$ cat src/rtl/adcseq_pkg.sv
// Package: shared state type for the conversion sequencer.
// Assumes nothing beyond a single clock domain.
package adcseq_pkg;
    typedef enum logic [2:0] {
        ST_IDLE,
        ST_SCAN,
        ST_SAMP,
        ST_CONV,
        ST_GAP
    } seq_st_e;
endpackage

$ cat src/rtl/adcseq_pick.sv
// Next-channel finder: returns the lowest scan position above cur whose
// select bit is set. Purely combinational; used to overlap the search
// for the next channel with the running conversion.
module adcseq_pick #(
    parameter int NCH = 16,
    localparam int PW = $clog2(NCH)
) (
    input  logic [NCH-1:0] sel,
    input  logic [PW-1:0]  cur,
    output logic           found,
    output logic [PW-1:0]  nxt
);
    logic [NCH-1:0] above;

    // Qualify each position with "lies after the current position".
    for (genvar i = 0; i < NCH; i++) begin : g_above
        assign above[i] = sel[i] && (PW'(i) > cur);
    end

    // Priority pick of the lowest qualified position.
    always_comb begin
        found = 1'b0;
        nxt   = '0;
        for (int i = NCH - 1; i >= 0; i--) begin
            if (above[i]) begin
                found = 1'b1;
                nxt   = PW'(i);
            end
        end
    end
endmodule

$ cat src/rtl/adcseq_fix.sv
// Offset corrector: removes (ref_raw - REF_CODE) from raw when apply is
// set and clamps the result to [0, 2^DW-1]. Combinational.
module adcseq_fix #(
    parameter int DW       = 10,
    parameter int REF_CODE = 8,
    localparam int XW = DW + 2
) (
    input  logic          apply,
    input  logic [DW-1:0] raw,
    input  logic [DW-1:0] ref_raw,
    output logic [DW-1:0] corr
);
    logic signed [XW-1:0] diff;

    // Signed difference with reference deviation removed, then clamp.
    always_comb begin
        diff = XW'(raw) + XW'(REF_CODE) - XW'(ref_raw);
        if (!apply) begin
            corr = raw;
        end else if (diff[XW-1]) begin
            corr = '0;
        end else if (diff[XW-2:DW] != '0) begin
            corr = '1;
        end else begin
            corr = diff[DW-1:0];
        end
    end

    // A reference at or below its ideal code must never lower a result.
    always_comb begin
        if (apply && (ref_raw <= DW'(REF_CODE))) begin
            p_lowref_noloss_r9: assert (corr >= raw);
        end
    end
endmodule

$ cat src/rtl/adcseq_bank.sv
// Result register bank: one DW-bit register per channel, written on
// wr_en, read combinationally by index. Synchronous active-low reset.
module adcseq_bank #(
    parameter int NCH = 16,
    parameter int DW  = 10,
    localparam int PW = $clog2(NCH)
) (
    input  logic          clk,
    input  logic          rst_n,
    input  logic          wr_en,
    input  logic [PW-1:0] wr_ch,
    input  logic [DW-1:0] wr_data,
    input  logic [PW-1:0] rd_ch,
    output logic [DW-1:0] rd_data
);
    logic [DW-1:0] regs [NCH];

    for (genvar i = 0; i < NCH; i++) begin : g_reg
        // Hold channel i's latest accepted result.
        always_ff @(posedge clk) begin
            if (!rst_n) begin
                regs[i] <= '0;
            end else if (wr_en && (wr_ch == PW'(i))) begin
                regs[i] <= wr_data;
            end
        end
    end

    // Index read port.
    assign rd_data = regs[rd_ch];
endmodule

$ cat src/rtl/adc_seq_top.sv
// Conversion sequencer top. Runs on the prescaled converter clock.
// Scans positions 0..NCH-1 (channel NCH-1 first, then 0..NCH-2), one cycle
// per step, then per selected channel: SAMP_CYC sample cycles, CONV_CYC
// conversion cycles, GAP_CYC idle cycles before the next one. The next
// channel is found during the conversion, so no further scan cycles occur.
// Assumes the converter core presents its code with raw_valid on the last
// conversion cycle.
module adc_seq_top #(
    parameter int NCH      = 16,
    parameter int DW       = 10,
    parameter int SAMP_CYC = 9,
    parameter int CONV_CYC = 18,
    parameter int GAP_CYC  = 4,
    parameter int REF_CODE = 8,
    localparam int PW = $clog2(NCH),
    localparam int CW = $clog2(SAMP_CYC + CONV_CYC + GAP_CYC + 1)
) (
    input  logic           clk,
    input  logic           rst_n,
    input  logic           start,
    input  logic [NCH-1:0] chan_mask,
    input  logic           ofs_en,
    input  logic           done_clr,
    input  logic [DW-1:0]  raw_data,
    input  logic           raw_valid,
    input  logic [PW-1:0]  rd_chan,
    output logic           sample_en,
    output logic           conv_strobe,
    output logic [PW-1:0]  conv_chan,
    output logic           busy,
    output logic           done,
    output logic [DW-1:0]  rd_data
);
    import adcseq_pkg::*;

    localparam logic [PW-1:0] REF_CH = PW'(NCH - 1);

    seq_st_e        st;
    logic [PW-1:0]  pos;
    logic [CW-1:0]  cnt;
    logic [NCH-1:0] sel_q;
    logic [NCH-1:0] sel_rot;
    logic           comp_q;
    logic [DW-1:0]  ref_q;
    logic           nx_found;
    logic [PW-1:0]  nx_pos;
    logic           capture;
    logic [DW-1:0]  corr;

    // Map a scan position to its channel number.
    function automatic logic [PW-1:0] pos2ch(input logic [PW-1:0] p);
        return (p == '0) ? REF_CH : p - 1'b1;
    endfunction

    // Rotate the mask into scan order: position 0 is the reference channel.
    assign sel_rot[0] = chan_mask[NCH-1];
    for (genvar i = 1; i < NCH; i++) begin : g_rot
        assign sel_rot[i] = chan_mask[i-1];
    end

    adcseq_pick #(.NCH(NCH)) u_pick (
        .sel   (sel_q),
        .cur   (pos),
        .found (nx_found),
        .nxt   (nx_pos)
    );

    // Sequencer state, position, phase counter and completion flag.
    always_ff @(posedge clk) begin
        if (!rst_n) begin
            st     <= ST_IDLE;
            pos    <= '0;
            cnt    <= '0;
            sel_q  <= '0;
            comp_q <= 1'b0;
            done   <= 1'b0;
        end else begin
            case (st)
                ST_IDLE: begin
                    if (start) begin
                        st     <= ST_SCAN;
                        pos    <= '0;
                        sel_q  <= sel_rot;
                        comp_q <= ofs_en && chan_mask[NCH-1] && (|chan_mask[NCH-2:0]);
                        done   <= 1'b0;
                    end else if (done_clr) begin
                        done <= 1'b0;
                    end
                end
                ST_SCAN: begin
                    if (sel_q[pos]) begin
                        st  <= ST_SAMP;
                        cnt <= CW'(SAMP_CYC - 1);
                    end else if (pos == PW'(NCH - 1)) begin
                        st   <= ST_IDLE;
                        done <= 1'b1;
                    end else begin
                        pos <= pos + 1'b1;
                    end
                end
                ST_SAMP: begin
                    if (cnt == '0) begin
                        st  <= ST_CONV;
                        cnt <= CW'(CONV_CYC - 1);
                    end else begin
                        cnt <= cnt - 1'b1;
                    end
                end
                ST_CONV: begin
                    if (cnt == '0) begin
                        if (nx_found) begin
                            st  <= ST_GAP;
                            cnt <= CW'(GAP_CYC - 1);
                        end else begin
                            st   <= ST_IDLE;
                            done <= 1'b1;
                        end
                    end else begin
                        cnt <= cnt - 1'b1;
                    end
                end
                ST_GAP: begin
                    if (cnt == '0) begin
                        st  <= ST_SAMP;
                        pos <= nx_pos;
                        cnt <= CW'(SAMP_CYC - 1);
                    end else begin
                        cnt <= cnt - 1'b1;
                    end
                end
                default: st <= ST_IDLE;
            endcase
        end
    end

    // Reference code register: preset to the ideal code at each start.
    always_ff @(posedge clk) begin
        if (!rst_n) begin
            ref_q <= DW'(REF_CODE);
        end else if (st == ST_IDLE && start) begin
            ref_q <= DW'(REF_CODE);
        end else if (capture && conv_chan == REF_CH) begin
            ref_q <= raw_data;
        end
    end

    // Converter-side outputs derived from state.
    assign busy        = (st != ST_IDLE);
    assign sample_en   = (st == ST_SAMP);
    assign conv_strobe = (st == ST_CONV) && (cnt == CW'(CONV_CYC - 1));
    assign conv_chan   = pos2ch(pos);
    assign capture     = (st == ST_CONV) && (cnt == '0) && raw_valid;

    adcseq_fix #(.DW(DW), .REF_CODE(REF_CODE)) u_fix (
        .apply   (comp_q && (conv_chan != REF_CH)),
        .raw     (raw_data),
        .ref_raw (ref_q),
        .corr    (corr)
    );

    adcseq_bank #(.NCH(NCH), .DW(DW)) u_bank (
        .clk     (clk),
        .rst_n   (rst_n),
        .wr_en   (capture),
        .wr_ch   (conv_chan),
        .wr_data (corr),
        .rd_ch   (rd_chan),
        .rd_data (rd_data)
    );

    // Conversion strobe always directly follows a sample window.
    p_strobe_after_sample_r3: assert property (@(posedge clk) disable iff (!rst_n)
        conv_strobe |-> $past(sample_en));

    // The conversion strobe lasts a single cycle.
    p_strobe_single_r3: assert property (@(posedge clk) disable iff (!rst_n)
        conv_strobe |=> !conv_strobe);

    // The addressed channel holds still through a sample window.
    p_sample_chan_r2: assert property (@(posedge clk) disable iff (!rst_n)
        (sample_en && $past(sample_en)) |-> $stable(conv_chan));

    // A start while running leaves the latched selection untouched.
    p_start_ignored_r10: assert property (@(posedge clk) disable iff (!rst_n)
        (busy && start) |=> $stable(sel_q));

    // Completion is only reported while idle.
    p_done_idle_r11: assert property (@(posedge clk) disable iff (!rst_n)
        done |-> !busy);
endmodule

$ cat config.mk
export PLATFORM = sky130hd
export DESIGN_NAME = adc_seq_top
export DESIGN_NICKNAME = d
export VERILOG_FILES = /design/src/rtl/adcseq_pkg.sv /design/src/rtl/adcseq_pick.sv /design/src/rtl/adcseq_fix.sv /design/src/rtl/adcseq_bank.sv /design/src/rtl/adc_seq_top.sv
export SDC_FILE = /design/constraint.sdc
export NUM_CORES = 1
export LEC_CHECK = 0
export BUFFER_PORTS_ARGS = -buffer_cell sky130_fd_sc_hd__buf_2
export CORE_MARGIN = 3
export CORE_UTILIZATION = 50
export CTS_CLUSTER_DIAMETER = 80
export DETAILED_ROUTE_END_ITERATION = 8
export PLACE_DENSITY = 0.73
export SYNTH_ARGS = -nofsm -noshare
export SYNTH_HDL_FRONTEND = slang
export SYNTH_HIERARCHICAL = 1
export SYNTH_SLANG_ARGS = --single-unit
$ cat constraint.sdc
create_clock -name clk -period 3.6 [get_ports clk]
set_clock_uncertainty 0.05 [all_clocks]
set_input_delay 0.54 -clock clk [delete_from_list [all_inputs] [get_ports clk]]
set_output_delay 0.54 -clock clk [all_outputs]
set_load 0.1 [all_outputs]
==> run metrics, run 1 <==
number of H-tree levels=4; Total Nets Final=1,071; Slew Limit Fails=0; total core area=21,200 um^2; most frequent cells in the layout=166 x and2_1, 160 x edfxtp_1, 73 x nand2_1; most common cell after layout, fill and taps aside=and2_1; CP Data Required Time=3.85 ns; first-pass GRT wire length=40.8 mm; clock sinks=200; DRC violations left=0; Internal=4.42 mW; Fin. Hold Viols=0; synth top area cells=edfxtp_1 44%, and2_1 9.6%, dfxtp_1 7.4%, mux4_2 5.8%, mux4_1 2.9%; EDFF count, synth=160; I/O pin count=54; Vias/cell=5.82; Finish-stage setup viols=0; HP Class=primary input to register; initial antenna violation count=0; post-synthesis sequential area ratio=0.516; Largest stage delay, worst path=0.79 ns; share of cells above drive strength 1=0.180; Slew HR=0.304; Crit path max-delay family=simple AND/OR/NAND/NOR gates; met3 Use GR=0.0450; Avg Cell Area, Syn=11.5 um^2; most used cell, CP=and2_1; arrival time worst endpoint=3.59 ns; fin crit share=0.928; area leader, netlist=edfxtp_1; Worst R2R Setup Slack=0.38 ns; drt wl/cell=19.7 um; Die Span X=153 um; antenna cell count=0; combinational fraction of design power=0.318; Die Y=153 um; Netlist Area Pre-Place=10,900 um^2; Top FF cell, synth=edfxtp_1; status=finished clean; Layout Cell Area excl Fill=12,300 um^2; Hold-fix buffers, CTS=0; Num CTS Buffers=17; GR Util met1=0.304; syn nets=998; Placed Area=11,600 um^2; Flop pwr share=0.395; CTS clk-pin slew, worst paths=0.07 ns; Synth warnings=6; min cycle time layout=3.34 ns; post-synthesis instance total=944; RSZ-0062 raised after global routing=no; Die Area=23,500 um^2; ordered list of cells on the worst path=buf_2 -> inv_1 -> nor3_1 -> nand3_1 -> xnor2_1 -> ha_1 -> and2_1 -> nand2_1 -> o2111a_1 -> nor3_4 -> a21oi_1 -> o22ai_1 -> and2_1; Starting Density=0.514; Net Sw Frac=0.365; Placer Congestion=0.839; grt total ovfl=0; DRT iter0 DRCs=531; max-cap check violation count=0; PortBufs=53; Core Rows=53; Buf/Inv on CP=2; final core utilization=0.579; Detailed Route WL=25.6 mm; GR peak layer=met2; HPWL Detailed=17.6 mm; path type of the worst setup path=primary input to register; Synth Register Bits=200; share of the synthesized area in the top cell type=0.442; Slew @ Worst Pin=1.04 ns; setup repair bufs after CTS=0; GRT Overall Usage=0.220; largest net degree at the start of global routing=29; Slowest-stage cell, CP=o22ai_1; Worst-Skew Late Latency=0.43 ns; post-synthesis async set-or-reset flop share=0; Unique masters post-synth=80; pwr/cell area=568 nW/um^2; leak pwr=4.75 nW; Worst VDD drop=0.569 mV; CTS tree=built; clock share of power=0.287; CP Capture Type=register; final hold slack=0.301 ns; Layout area overhead=12.8%; GRT met2 Usage=0.364; critical path startpoint category=primary input; critical path fanouts, max=16; TritonRoute pass-1 iters=5; Clock Root Buffer=clkbuf_16; post-route ant nets=0; post-cts sizing count=0; Switch Pwr=2.54 mW; fmax=0.299 GHz; vias in the first global route=7,474; via count=7,598; clk buf depth=2
worst paths after layout:
| kind | cells past startpoint | endpoint | start |
|---|---|---|---|
| max | 13 | u_bank/regs[2][9]$_SDFFCE_PN0P_ | raw_data[6] |
| min | 3 | sel_q[8]$_SDFFE_PN0P_ | chan_mask[7] |
| max reg2reg | 10 | u_bank/regs[2][9]$_SDFFCE_PN0P_ | ref_q[0]$_SDFFE_PP0P_ |
| min reg2reg | 2 | sel_q[0]$_SDFFE_PN0P_ | sel_q[0]$_SDFFE_PN0P_ |
power groups by stage:
stage	clock (mW)	combinational [mW]	sequential, mW
global route	2.10	2.40	2.77
detailed placement	0	2.20	2.80
global placement	0	2.17	2.79
finish	2.00	2.21	2.75
CTS	2.04	2.20	2.75
floorplan	0	1.71	2.79
final cells by class:
type,count,area [um^2]
well taps,275,344
clock inverters,15,191
clock buffers,17,425
multi-input cells,658,4890
repair buffers,101,651
flip-flops and latches,200,5610
fillers,1714,8900
inverters,39,146
Yosys cell counts (all sizes together), types with 14 or more instances:
cell type,n
and2,166
clkbuf,23
a21oi,46
edfxtp,160
nand2,73
ha,17
a22oi,22
dfxtp,40
o22ai,15
nor2b,15
nand3,15
mux4,40
buf,24
inv,38
mux2i,20
nor2,62
o21ai,29
nor3,14
worst reg2reg max path, delay by kind of cell (launching register included):
kind | cells | cell delay, ns
AO/OA/AOI/OAI | 4 | 1.49
AND/OR/NAND/NOR | 3 | 0.60
adder cells (fa/ha/maj) | 2 | 0.57
flip-flops | 1 | 0.34
buffers and inverters | 1 | 0.05
kinds of logic after synthesis:
kind of cell,share of synthesized area
adders and majority gates,0.0214
buffers and inverters,0.0368
DFF,0.516
and+or+nand+nor,0.202
xor gates and xnor gates,0.0105
AOI/OAI and AO/OA,0.108
muxes,0.105
stage by stage:
stage	total power [mW]	setup TNS (ns)	cells	setup WS [ns]
global route	7.28	0	1305	0.0452
global placement	4.97	0	1273	0.0261
CTS	6.99	0	1305	0.276
floorplan	4.50	0	944	0.128
detailed placement	5.00	-4.08	1273	-0.172
finish	6.96	0	1305	0.259
registers in the layout, indices dropped and copies added (netlist names):
signal / count
u_bank/regs: 160
ref_q: 10
comp_q: 1
done: 1
pos: 4
sel_q: 16
cnt: 5
st: 3
metal layers:
metal / part of all wire / up-vias
met1: 0.44 / 3737
met4: 0.016 / 0
li1: - / 3616
met5: 0 / -
met3: 0.053 / 26
met2: 0.49 / 219
(Power assumes the default switching activity.)
==> run 2, diff against run 1 <==
--- a/config.mk
+++ b/config.mk
@@ -7,10 +7,11 @@
 export LEC_CHECK = 0
 export BUFFER_PORTS_ARGS = -buffer_cell sky130_fd_sc_hd__buf_2
 export CORE_MARGIN = 3
-export CORE_UTILIZATION = 50
+export CORE_UTILIZATION = 45
 export CTS_CLUSTER_DIAMETER = 80
 export DETAILED_ROUTE_END_ITERATION = 8
-export PLACE_DENSITY = 0.73
+export PLACE_DENSITY = 0.68
+export SKIP_LAST_GASP = 1
 export SYNTH_ARGS = -nofsm -noshare
 export SYNTH_HDL_FRONTEND = slang
 export SYNTH_HIERARCHICAL = 1
==> run 2 against run 1 <==
Clock-buffer cell count unchanged. Global-route usage fell by 1.8 points. Total power increased by 1.2%. Die area is 11% higher. Routed wire length grew 1.3%. Sequential cell count stayed put. Highest routed layer unchanged. Via count down 0.80%. Clock power grew 3%. First-iteration DRC count is 31% higher. Cell count is 3.1% higher. Sequential share of layout area is 0.24 points lower.
==> run metrics, run 2 (synthesized netlist as in run 1, its figures left out) <==
status=finished clean; total core area=23,600 um^2 (+12%); DRC violations left=0 (unchanged); post-cts sizing count=0 (unchanged); Detailed Route WL=26.0 mm (+1.3%); combinational fraction of design power=0.313 (-0.005); Clock Root Buffer=clkbuf_16; Worst-Skew Late Latency=0.44 ns (about the same); Overall Power=7.04 mW (+1.2%); Slew Limit Fails=0 (unchanged); number of fillers in the final layout=2,075 (+21%); critical path startpoint category=primary input; most common cell after layout, fill and taps aside=and2_1; Layout area overhead=13.4%; Worst VDD drop=0.495 mV (-13%); GRT met2 Usage=0.328 (-0.0364); first-pass GRT wire length=41.0 mm (+0.39%); vias in the first global route=7,453 (-0.28%); min cycle time layout=3.02 ns (-0.319 ns); RSZ-0062 raised after global routing=no; CTS tree=built; Placement Setup Slack=0.161 ns (+0.334 ns); Die Span X=161 um (+5.2%); Starting Density=0.460 (-0.0535); I/O pin count=54 (unchanged); Hold-fix buffers, CTS=0 (unchanged); Internal=4.30 mW (-2.6%); TritonRoute pass-1 iters=5 (unchanged); arrival time worst endpoint=3.27 ns (-0.32 ns); CP Data Required Time=3.85 ns (about the same); CTS clk-pin slew, worst paths=0.09 ns (+0.02 ns); grt total ovfl=0 (unchanged); clock share of power=0.293 (+0.006); final hold slack=0.289 ns (-0.0120 ns); post-route ant nets=0 (unchanged); number of H-tree levels=4 (unchanged); Flop pwr share=0.393 (-0.002); Die Y=161 um (+5.2%); Finish-stage setup viols=0 (unchanged); Post-Layout Cell Count=1,345 (+3.1%); drt wl/cell=19.3 um (-1.7%); Die Area=26,000 um^2 (+11%); via count=7,537 (-0.80%); PortBufs=53 (unchanged); most frequent cells in the layout=166 x and2_1, 160 x edfxtp_1, 73 x nand2_1; Setup TNS Final=0 ns (unchanged); HPWL Detailed=17.5 mm (-0.48%); Vias/cell=5.60 (-3.8%); GRT Overall Usage=0.202 (-0.0177); share of cells above drive strength 1=0.177 (-0.00222); max-cap check violation count=0 (unchanged); DRT iter0 DRCs=695 (+31%); HP Class=primary input to register; met3 Use GR=0.0357 (-0.00937); GR peak layer=met2; fmax=0.331 GHz (+11%); Num CTS Buffers=17 (unchanged); number of flip-flops in the largest register=160 (unchanged); initial antenna violation count=0 (unchanged); Total Nets Final=1,067 (-0.37%); Fin. Hold Viols=0 (unchanged); pwr/cell area=571 nW/um^2 (+0.63%); clk buf depth=2 (unchanged); post-route setup slack=0.578 ns (+0.319 ns); Placer Congestion=0.843 (+0.48%); clock sinks=200 (unchanged); Switch Pwr=2.73 mW (+7.8%); Slew @ Worst Pin=0.865 ns (-0.179 ns); CP Capture Type=register; Slew HR=0.421 (+0.117); leak pwr=4.75 nW (about the same); GR Util met1=0.289 (-0.0153); critical path fanouts, max=16 (unchanged); antenna cell count=0 (unchanged); path type of the worst setup path=primary input to register; largest net degree at the start of global routing=31 (+6.9%); setup repair bufs after CTS=0 (unchanged); Net Sw Frac=0.388 (+0.0238); Biggest register=u_bank/regs; placed cells=1,313 (+3.1%); Core Rows=56 (+5.7%); fin crit share=0.839 (-0.0887); largest registers=u_bank/regs x160, sel_q x16, ref_q x10
## run 2: power groups by stage
stage	logic, mW	registers [mW]	clock network [mW]
2_1_floorplan	1.71	2.79	0
3_3_place_gp	2.17	2.81	0
3_5_place_dp	2.19	2.82	0
4_1_cts	2.20	2.77	2.09
5_1_grt	2.41	2.79	2.19
6_report	2.20	2.77	2.07
## run 2: stage by stage
stage / util / area, um^2
2_1_floorplan: - / 10900
3_3_place_gp: 0.494 / 11700
3_5_place_dp: 0.494 / 11700
4_1_cts: 0.522 / 12300
5_1_grt: 0.522 / 12300
6_report: 0.522 / 12300
## run 2: cell type report
| class | instances | area (um^2) | area share |
|---|---|---|---|
| flip-flops and latches | 200 | 5610 | 0.455 |
| clock inverters | 15 | 230 | 0.0187 |
| multi-input cells | 658 | 4890 | 0.397 |
| repair buffers | 97 | 621 | 0.0504 |
| inverters | 39 | 146 | 0.0119 |
| well taps | 319 | 399 | 0.0324 |
| clock buffers | 17 | 425 | 0.0345 |
## run 2: path summary, 6_finish.rpt
path	from	endpoint	slack (ns)	cells past startpoint
min	chan_mask[0]	sel_q[1]$_SDFFE_PN0P_	0.29	3
max reg2reg	pos[1]$_SDFFE_PN0P_	u_bank/regs[3][2]$_SDFFCE_PN0P_	0.62	8
min reg2reg	sel_q[0]$_SDFFE_PN0P_	sel_q[0]$_SDFFE_PN0P_	0.43	2
max	raw_data[5]	u_bank/regs[4][3]$_SDFFCE_PN0P_	0.58	14
## run 2: routing by layer
metal  routed length (um)  part of all wire
met5                    0                 0
met4                  268             0.010
met3                 1800             0.069
met2                12200              0.47
met1                11700              0.45
## run 2: worst max-delay path, cell delays in order
cell and delay [ns]:
buf_2 0.15, inv_1 0.08, nor3_1 0.23, nand3_1 0.13, xnor2_1 0.14, ha_1 0.34
and2_1 0.23, nand2_1 0.11, o2111a_1 0.27, nor3_4 0.41, nor2_1 0.10, o22ai_1 0.13
buf_4 0.26, and2_1 0.16
